--- config.mk ---
export PLATFORM = sky130hd
export DESIGN_NAME = pgwalk_core
export DESIGN_NICKNAME = d
export VERILOG_FILES = /design/src/rtl/pgwalk_pkg.sv /design/src/rtl/pgwalk_split.sv /design/src/rtl/pgwalk_pte.sv /design/src/rtl/pgwalk_addr.sv /design/src/rtl/pgwalk_core.sv
export SDC_FILE = /design/constraint.sdc
export NUM_CORES = 1
export LEC_CHECK = 0
export ABC_AREA = 1
export BUFFER_PORTS_ARGS = -buffer_cell sky130_fd_sc_hd__buf_2
export CORE_MARGIN = 2
export CORE_UTILIZATION = 40
export CTS_BUF_LIST = sky130_fd_sc_hd__clkbuf_16
export DETAILED_ROUTE_END_ITERATION = 8
export HOLD_SLACK_MARGIN = 0.02
export PLACE_DENSITY = 0.69
export SETUP_SLACK_MARGIN = 0.15
export SYNTH_ARGS = -nofsm -noshare
export SYNTH_HDL_FRONTEND = slang
export SYNTH_SLANG_ARGS = --single-unit
--- constraint.sdc ---
create_clock -name clk -period 4.72 [get_ports clk]
set_input_delay 0.708 -clock clk [delete_from_list [all_inputs] [get_ports clk]]
set_output_delay 0.708 -clock clk [all_outputs]
set_load 0.01 [all_outputs]
--- src/rtl/pgwalk_pkg.sv ---
package pgwalk_pkg;

   typedef enum logic [1:0] {
      WK_IDLE  = 2'd0,
      WK_ISSUE = 2'd1,
      WK_AWAIT = 2'd2
   } wk_state_e;

   function automatic int unsigned pg_max(input int unsigned a, input int unsigned b);
      return (a > b) ? a : b;
   endfunction

endpackage

--- src/rtl/pgwalk_split.sv ---
module pgwalk_split #(
   parameter int unsigned VA_W    = 32,
   parameter int unsigned OUTER_W = 10,
   parameter int unsigned INNER_W = 10,
   parameter int unsigned OFF_W   = 12
) (
   input  logic [VA_W-1:0]    vaddr,
   output logic [OUTER_W-1:0] outer_idx,
   output logic [INNER_W-1:0] inner_idx,
   output logic [OFF_W-1:0]   page_off
);
   localparam int unsigned INNER_LSB = OFF_W;
   localparam int unsigned OUTER_LSB = OFF_W + INNER_W;

   assign page_off  = vaddr[OFF_W-1:0];
   assign inner_idx = vaddr[INNER_LSB +: INNER_W];
   assign outer_idx = vaddr[OUTER_LSB +: OUTER_W];
endmodule

--- src/rtl/pgwalk_pte.sv ---
module pgwalk_pte #(
   parameter int unsigned PTE_W       = 32,
   parameter int unsigned FRAME_W     = 20,
   parameter int unsigned PRESENT_BIT = 0
) (
   input  logic [PTE_W-1:0]   entry,
   output logic [FRAME_W-1:0] frame,
   output logic               present
);
   localparam int unsigned LOW_W = PTE_W - FRAME_W;

   logic unused_low;

   assign frame      = entry[PTE_W-1 -: FRAME_W];
   assign present    = entry[PRESENT_BIT];
   assign unused_low = ^entry[LOW_W-1:0];
endmodule

--- src/rtl/pgwalk_addr.sv ---
module pgwalk_addr #(
   parameter int unsigned ADDR_W = 32,
   parameter int unsigned IDX_W  = 10,
   parameter int unsigned SHIFT  = 2
) (
   input  logic [ADDR_W-1:0] base,
   input  logic [IDX_W-1:0]  idx,
   output logic [ADDR_W-1:0] entry_addr
);
   logic [ADDR_W-1:0] idx_ext;
   logic [ADDR_W-1:0] scaled;

   assign idx_ext = ADDR_W'(idx);

   generate
      if (SHIFT == 0) begin : g_byte_entry
         assign scaled = idx_ext;
      end else begin : g_wide_entry
         assign scaled = idx_ext << SHIFT;
      end
   endgenerate

   assign entry_addr = base + scaled;
endmodule

--- src/rtl/pgwalk_core.sv ---
module pgwalk_core
   import pgwalk_pkg::*;
#(
   parameter int unsigned VA_W        = 32,
   parameter int unsigned OUTER_W     = 10,
   parameter int unsigned INNER_W     = 10,
   parameter int unsigned OFF_W       = 12,
   parameter int unsigned PA_W        = 32,
   parameter int unsigned PTE_W       = 32,
   parameter int unsigned ENTRY_BYTES = 4,
   parameter int unsigned PRESENT_BIT = 0
) (
   input  logic             clk,
   input  logic             rst_n,
   input  logic [PA_W-1:0]  root_base,
   input  logic             req_valid,
   input  logic [VA_W-1:0]  req_vaddr,
   output logic             req_ready,
   output logic             mem_req_valid,
   output logic [PA_W-1:0]  mem_req_addr,
   input  logic             mem_req_ready,
   input  logic             mem_rsp_valid,
   input  logic [PTE_W-1:0] mem_rsp_data,
   output logic             done,
   output logic             done_fault,
   output logic [PA_W-1:0]  done_paddr,
   output logic [VA_W-1:0]  done_fault_vaddr
);
   localparam int unsigned FRAME_W = PA_W - OFF_W;
   localparam int unsigned IDX_W   = pg_max(OUTER_W, INNER_W);
   localparam int unsigned SHIFT   = $clog2(ENTRY_BYTES);

   generate
      if (OUTER_W + INNER_W + OFF_W != VA_W) begin : g_bad_split
         $error("index and offset widths must fill the virtual address");
      end
      if (FRAME_W >= PTE_W) begin : g_bad_frame
         $error("entry must hold the frame plus a flag field");
      end
      if (PRESENT_BIT >= PTE_W - FRAME_W) begin : g_bad_flag
         $error("present flag must sit below the frame field");
      end
      if ((1 << SHIFT) != ENTRY_BYTES) begin : g_bad_entry
         $error("entry size must be a power of two");
      end
      if (IDX_W + SHIFT >= PA_W) begin : g_bad_idx
         $error("scaled index must fit the address");
      end
   endgenerate

   wk_state_e         state_q;
   logic              lvl_q;
   logic [VA_W-1:0]   va_q;
   logic [PA_W-1:0]   base_q;

   logic [OUTER_W-1:0] outer_idx;
   logic [INNER_W-1:0] inner_idx;
   logic [OFF_W-1:0]   page_off;
   logic [IDX_W-1:0]   idx_sel;
   logic [FRAME_W-1:0] rsp_frame;
   logic               rsp_present;

   logic               done_q;
   logic               fault_q;
   logic [PA_W-1:0]    paddr_q;
   logic [VA_W-1:0]    fva_q;

   pgwalk_split #(
      .VA_W(VA_W), .OUTER_W(OUTER_W), .INNER_W(INNER_W), .OFF_W(OFF_W)
   ) u_split (
      .vaddr(va_q), .outer_idx(outer_idx), .inner_idx(inner_idx), .page_off(page_off)
   );

   pgwalk_pte #(
      .PTE_W(PTE_W), .FRAME_W(FRAME_W), .PRESENT_BIT(PRESENT_BIT)
   ) u_pte (
      .entry(mem_rsp_data), .frame(rsp_frame), .present(rsp_present)
   );

   assign idx_sel = lvl_q ? IDX_W'(inner_idx) : IDX_W'(outer_idx);

   pgwalk_addr #(
      .ADDR_W(PA_W), .IDX_W(IDX_W), .SHIFT(SHIFT)
   ) u_addr (
      .base(base_q), .idx(idx_sel), .entry_addr(mem_req_addr)
   );

   assign req_ready     = (state_q == WK_IDLE);
   assign mem_req_valid = (state_q == WK_ISSUE);

   always_ff @(posedge clk or negedge rst_n) begin
      if (!rst_n) begin
         state_q <= WK_IDLE;
         lvl_q   <= 1'b0;
         va_q    <= '0;
         base_q  <= '0;
         done_q  <= 1'b0;
         fault_q <= 1'b0;
         paddr_q <= '0;
         fva_q   <= '0;
      end else begin
         done_q <= 1'b0;
         unique case (state_q)
            WK_IDLE: begin
               if (req_valid) begin
                  va_q    <= req_vaddr;
                  base_q  <= root_base;
                  lvl_q   <= 1'b0;
                  state_q <= WK_ISSUE;
               end
            end
            WK_ISSUE: begin
               if (mem_req_ready) begin
                  state_q <= WK_AWAIT;
               end
            end
            WK_AWAIT: begin
               if (mem_rsp_valid) begin
                  if (!rsp_present) begin
                     done_q  <= 1'b1;
                     fault_q <= 1'b1;
                     paddr_q <= '0;
                     fva_q   <= va_q;
                     state_q <= WK_IDLE;
                  end else if (!lvl_q) begin
                     base_q  <= {rsp_frame, {OFF_W{1'b0}}};
                     lvl_q   <= 1'b1;
                     state_q <= WK_ISSUE;
                  end else begin
                     done_q  <= 1'b1;
                     fault_q <= 1'b0;
                     paddr_q <= {rsp_frame, page_off};
                     fva_q   <= '0;
                     state_q <= WK_IDLE;
                  end
               end
            end
            default: state_q <= WK_IDLE;
         endcase
      end
   end

   assign done             = done_q;
   assign done_fault       = fault_q;
   assign done_paddr       = paddr_q;
   assign done_fault_vaddr = fva_q;
endmodule

==> Yosys cells after proc, flatten, opt, wreduce, memory -nomap -nowiden <==
Cells that the tools add are included.
{ "totals": {"inputBits": 101, "word_cells": 50, "ff_bits": 133, "output_inout_bits": 100} }
{ "classes": {"eq_ne": 8, "mux": 26, "n_addsub": 1, "n_reduce_logical": 7} }
{ "ops": {"columns": ["op", "count"], "rows": [
  ["$mux 32", 8],
  ["$pmux 32 s2", 1],
  ["$add 32x12->32", 1],
  ["$mux 1", 11],
  ["$mux 10", 1],
  ["$ne 2x2->1 const B", 4],
  ["$mux 2", 3],
  ["$pmux 2 s3", 1],
  ["$reduce_and 3->1", 2],
  ["$reduce_and 5->1", 1],
  ["$ne 2x1->1 const B", 2],
  ["$reduce_and 4->1", 1],
  ["$eq 2x1->1 const B", 1],
  ["$eq 2x2->1 const B", 1],
  ["$logic_not 2->1", 1],
  ["$pmux 1 s2", 1],
  ["$reduce_and 2->1", 1],
  ["$reduce_bool 2->1", 1]
]} }

==> Logic depth before layout (Yosys ltp) <==
{ "depth": {"word_depth": 4, "mapped_depth": 15, "depth_no_buf": 15} }

==> Hierarchy <==
Synthesis repeated with hierarchy kept, for this count alone.
{ "hier_totals": {"cells_unflattened": 1024, "area_unflattened_um2": 7656.1} }
{ "by_module_without_submodules": {"columns": ["module", "cells_per_inst", "area_per_inst_um2", "seq_area_each_um2", "instances"], "rows": [
  ["pgwalk_core", 696, 5900.7, 3328.2, 1],
  ["pgwalk_addr", 275, 1357.6, 0.0, 1],
  ["pgwalk_split", 32, 240.2, 0.0, 1],
  ["pgwalk_pte", 21, 157.7, 0.0, 1]
]} }

==> Worst setup path after synthesis <==
No wires, ideal clock.
{ "synth_timing": {"path_type": "reg2out", "from": "register lvl_q", "to": "output port mem_req_addr[14]", "stages_incl_launch_ff": 13, "setup_slack_ns": 1.744, "arrival_ns": 2.268, "required_time_ns": 4.012, "path_buffers": 1, "cell_sequence": "dfrtp_1 clkbuf_1 nand2_1 o21ai_0 ha_1 inv_1 fa_1 inv_1 nand3_1 nand3_1 nand3_1 nand3_1 xor2_1"} }
{ "synth_between": {"elab_chain_cells": 2} }
{ "synth_rtl": {"columns": ["element", "line", "text"], "rows": [
  ["start: declaration", "pgwalk_core.sv:52", "logic lvl_q;"],
  ["start signal: assignment", "pgwalk_core.sv:94", "lvl_q <= 1'b0;"],
  ["start signal: assignment", "pgwalk_core.sv:108", "lvl_q <= 1'b0;"],
  ["start signal: assignment", "pgwalk_core.sv:127", "lvl_q <= 1'b1;"],
  ["$mux 10", "pgwalk_core.sv:80", "assign idx_sel = lvl_q ? IDX_W'(inner_idx) : IDX_W'(outer_idx);"],
  ["$add 32x12->32", "pgwalk_addr.sv:23", "assign entry_addr = base + scaled;"],
  ["end: declaration", "pgwalk_core.sv:20", "output logic [PA_W-1:0] mem_req_addr,"]
]} }
No other way between the ends.

==> Worst setup path in the final report <==
{ "layout_timing": {"from": "register lvl_q", "to": "output port mem_req_addr[22]"} }
Same word-level chain as after synthesis.

==> summary.txt <==
Outcome: complete, no violations
Vias in the first global route: 6084
Clk root buf: clkbuf_16
Global placer's final weighted congestion: 0.9093
Synth Area in Compound Gates: 0.1115
Switching power: 2796 µW
Post-synth top area share: 0.4784
Drt via density: 5.058
Top post-synthesis cells by count: nand2_1 (240), dfrtp_1 (133), nand3_1 (92)
Residual DRC: 0
Ant. Diodes: 0
Largest family of logic cells by synthesized area: simple AND/OR/NAND/NOR gates
Core Util, Final: 0.4950
Maximum clock path buffer count: 2
Via Count: 6307
RSZ-0062 raised after global routing: false
CTS resizes: 0
Grt met2 use: 0.3454
Average wire per standard cell: 15.94 µm
Pin count of the biggest net entering global routing: 103
Mapped Area: 6957 µm²
Mux contribution to synthesized area: 0.03076
Synth cell types: 37
Cells along the critical path: nand2_1 -> o21ai_0 -> ha_1 -> inv_1 -> fa_1 -> inv_1 -> nand3_1 -> nand3_1 -> nand3_1 -> nand3_1 -> nand2_1 -> nand2_1 -> nand2_1 -> buf_2
Synthesis Warnings: 0
Fin area: 8503 µm²
CTS H-tree depth: 4
EDFF count, synth: 0
Main synth FF type: dfrtp_1
Slew headroom: 0.3713
Share of cells above drive strength 1: 0.2573
M3 GR Usage: 0.06115
First-pass GRT wire length: 31.72 mm
Initial Util: 0.4050
Most numerous cell in the Yosys netlist: nand2_1
Final Hold Vio Count: 0
Setup violators final: 0
Pins Over Slew Limit: 0
Worst Path Arrival: 3.26 ns
Int Power: 3545 µW
Power Density: 745.7 nW/µm²
Clock Skew: 0.006903 ns
Clock Power Share: 0.201
Worst Setup End Kind: output port
Core area: 17180 µm²
Critical Path Fanout Max: 22
# nets final: 1121
Die area: 18460 µm²
Top Usage Layer GRT: met2
Setup Fix Bufs, Post-CTS: 0
Crit path time final: 3.967 ns
Register area share after synthesis: 0.4784
Setup CP Type: flop to output port
Worst slew pin tran: 0.9431 ns
Post-synthesis sequential element count: 133
TNS Setup: 0 ns
Total track usage: 0.2219
Cell count after synthesis: 844
Ports: 201
Top cells by area, synth: dfrtp_1 (48%), nand2_1 (13%), nand3_1 (6.6%)
Crit-path max cell delay: 0.82 ns
Clock Pin Slew Worst Setup and Hold Paths: 0.06 ns
Synthesized-area fraction occupied by adder cells: 0.02086
CTS tree: built
Simple-gate share of the synthesized area: 0.2662
Synth area leader: dfrtp_1
IO buf count: 189
Worst EP required: 4.01 ns
Worst hold-check path type: input port to asynchronous set/reset pin
Grt total ovfl: 0
Clock Sink Count: 133
Post-synthesis average cell area: 8.243 µm²
Pre-antenna DRT Iters: 5
Final Hold Slack: 0.4066 ns
Antenna Violating Nets Remaining: 0
Placed Instance Area: 7938 µm²
Row count: 48
Initial antenna violation count: 0
Period Utilization, post-route: 0.8405
Grt met1 use: 0.3013
Die Y-Extent: 135.9 µm
Max_cap viols: 0
DRT iter0 DRCs: 423
Synth Area in XOR/XNOR: 0.01637
Worst setup SP type: flop
Syn-to-layout area delta: 22.23%
Sw Ratio: 0.4409
Post-CTS Hold Fix Bufs: 0
DRT Wirelength: 19.88 mm
Die width: 135.9 µm
Syn_nets: 956
Flop pwr share: 0.321
Highest clock rate: 252.1 MHz
Detailed placer's ending HPWL: 14.23 mm
Critical path's slowest cell: dfrtp_1
Gate power share: 0.478
Peak supply drop: 513.6 µV
Fraction of registers with async set/reset: 1.000
Clk_lat worst skew: 0.42 ns
Leak: 0.004551 µW
CTS buffer count: 17
## final cells by class
type	instances	area [µm²]
clock buffer	17	425.4
clock inverter	15	140.1
fill	1655	8673
inverter	68	260.3
multi-input combinational	598	3100
sequential	133	3328
tap	225	281.5
timing repair buffer	191	967.2
## per-stage QoR
stage | std cells | total power [µW] | setup slack (ns)
floorplan | 844 | 4020 | 1.744
global placement | 1215 | 5030 | 1.242
detailed placement | 1215 | 5094 | 1.174
CTS | 1247 | 6380 | 0.7173
global route | 1247 | 6864 | 0.4005
finish | 1247 | 6341 | 0.7528
## final timing paths
check	from	depth (start not counted)	slack, ns	end
max	lvl_q	14	0.75	mem_req_addr[22]
min	rst_n	1	0.41	done_paddr[9]
max reg2reg	state_q[0]	7	1.64	done_fault_vaddr[13]
min reg2reg	done_fault	2	0.47	done_fault
max in group asynchronous	rst_n	2	3.30	va_q[7]
min in group clk	done_fault	2	0.47	done_fault
## routing by layer
metal | vias up | part of all wire
li1 | 3092 | -
met1 | 2990 | 0.44
met2 | 200 | 0.46
met3 | 25 | 0.075
met4 | 0 | 0.017
met5 | - | 0
## state kept, by name (all words and copies together), names as in the netlist
register	flops
done_fault	1
done_paddr	32
done	1
va_q	32
done_fault_vaddr	32
base_q	32
lvl_q	1
state_q	2
## power groups by stage
stage / registers (µW) / logic (µW) / clock network, µW
finish: 2040 / 3030 / 1270
CTS: 2040 / 3050 / 1290
floorplan: 2050 / 1970 / 0
global route: 2100 / 3420 / 1340
detailed placement: 2050 / 3040 / 0
global placement: 2040 / 2990 / 0
## layout by cell type, fill, tap and decap left out, types with 2 or more instances in the layout
| cell | count |
|---|---|
| a21oi_1 | 17 |
| a31oi_1 | 7 |
| a31oi_2 | 13 |
| buf_2 | 188 |
| buf_4 | 2 |
| bufinv_16 | 2 |
| clkbuf_16 | 17 |
| clkinv_1 | 3 |
| clkinv_2 | 3 |
| clkinv_4 | 3 |
| clkinvlp_4 | 2 |
| dfrtp_1 | 133 |
| ha_1 | 10 |
| inv_1 | 66 |
| inv_4 | 2 |
| mux2_2 | 19 |
| nand2_1 | 240 |
| nand2_4 | 3 |
| nand3_1 | 92 |
| nand3b_1 | 7 |
| nand4_1 | 7 |
| nor2_1 | 61 |
| nor2_8 | 2 |
| nor3_1 | 6 |
| o21ai_0 | 55 |
| o21ai_1 | 36 |
| o31ai_1 | 2 |
| xor2_1 | 12 |
## worst max-delay path, delay by kind of cell, from the launching register on
| kind | cells | cell delay, ns |
|---|---|---|
| fa+ha+maj | 2 | 0.68 |
| flops | 1 | 0.82 |
| simple gates | 8 | 0.88 |
| buf+inv | 3 | 0.29 |
| compound gates | 1 | 0.17 |
## cell families after synthesis
kind of cell,Yosys count
DFF,133
adders and majority gates,11
muxes,19
xor gates and xnor gates,13
AOI/OAI and AO/OA,132
and+or+nand+nor,423
buffers and inverters,113
Note: power is estimated with default switching activity, not from simulation.
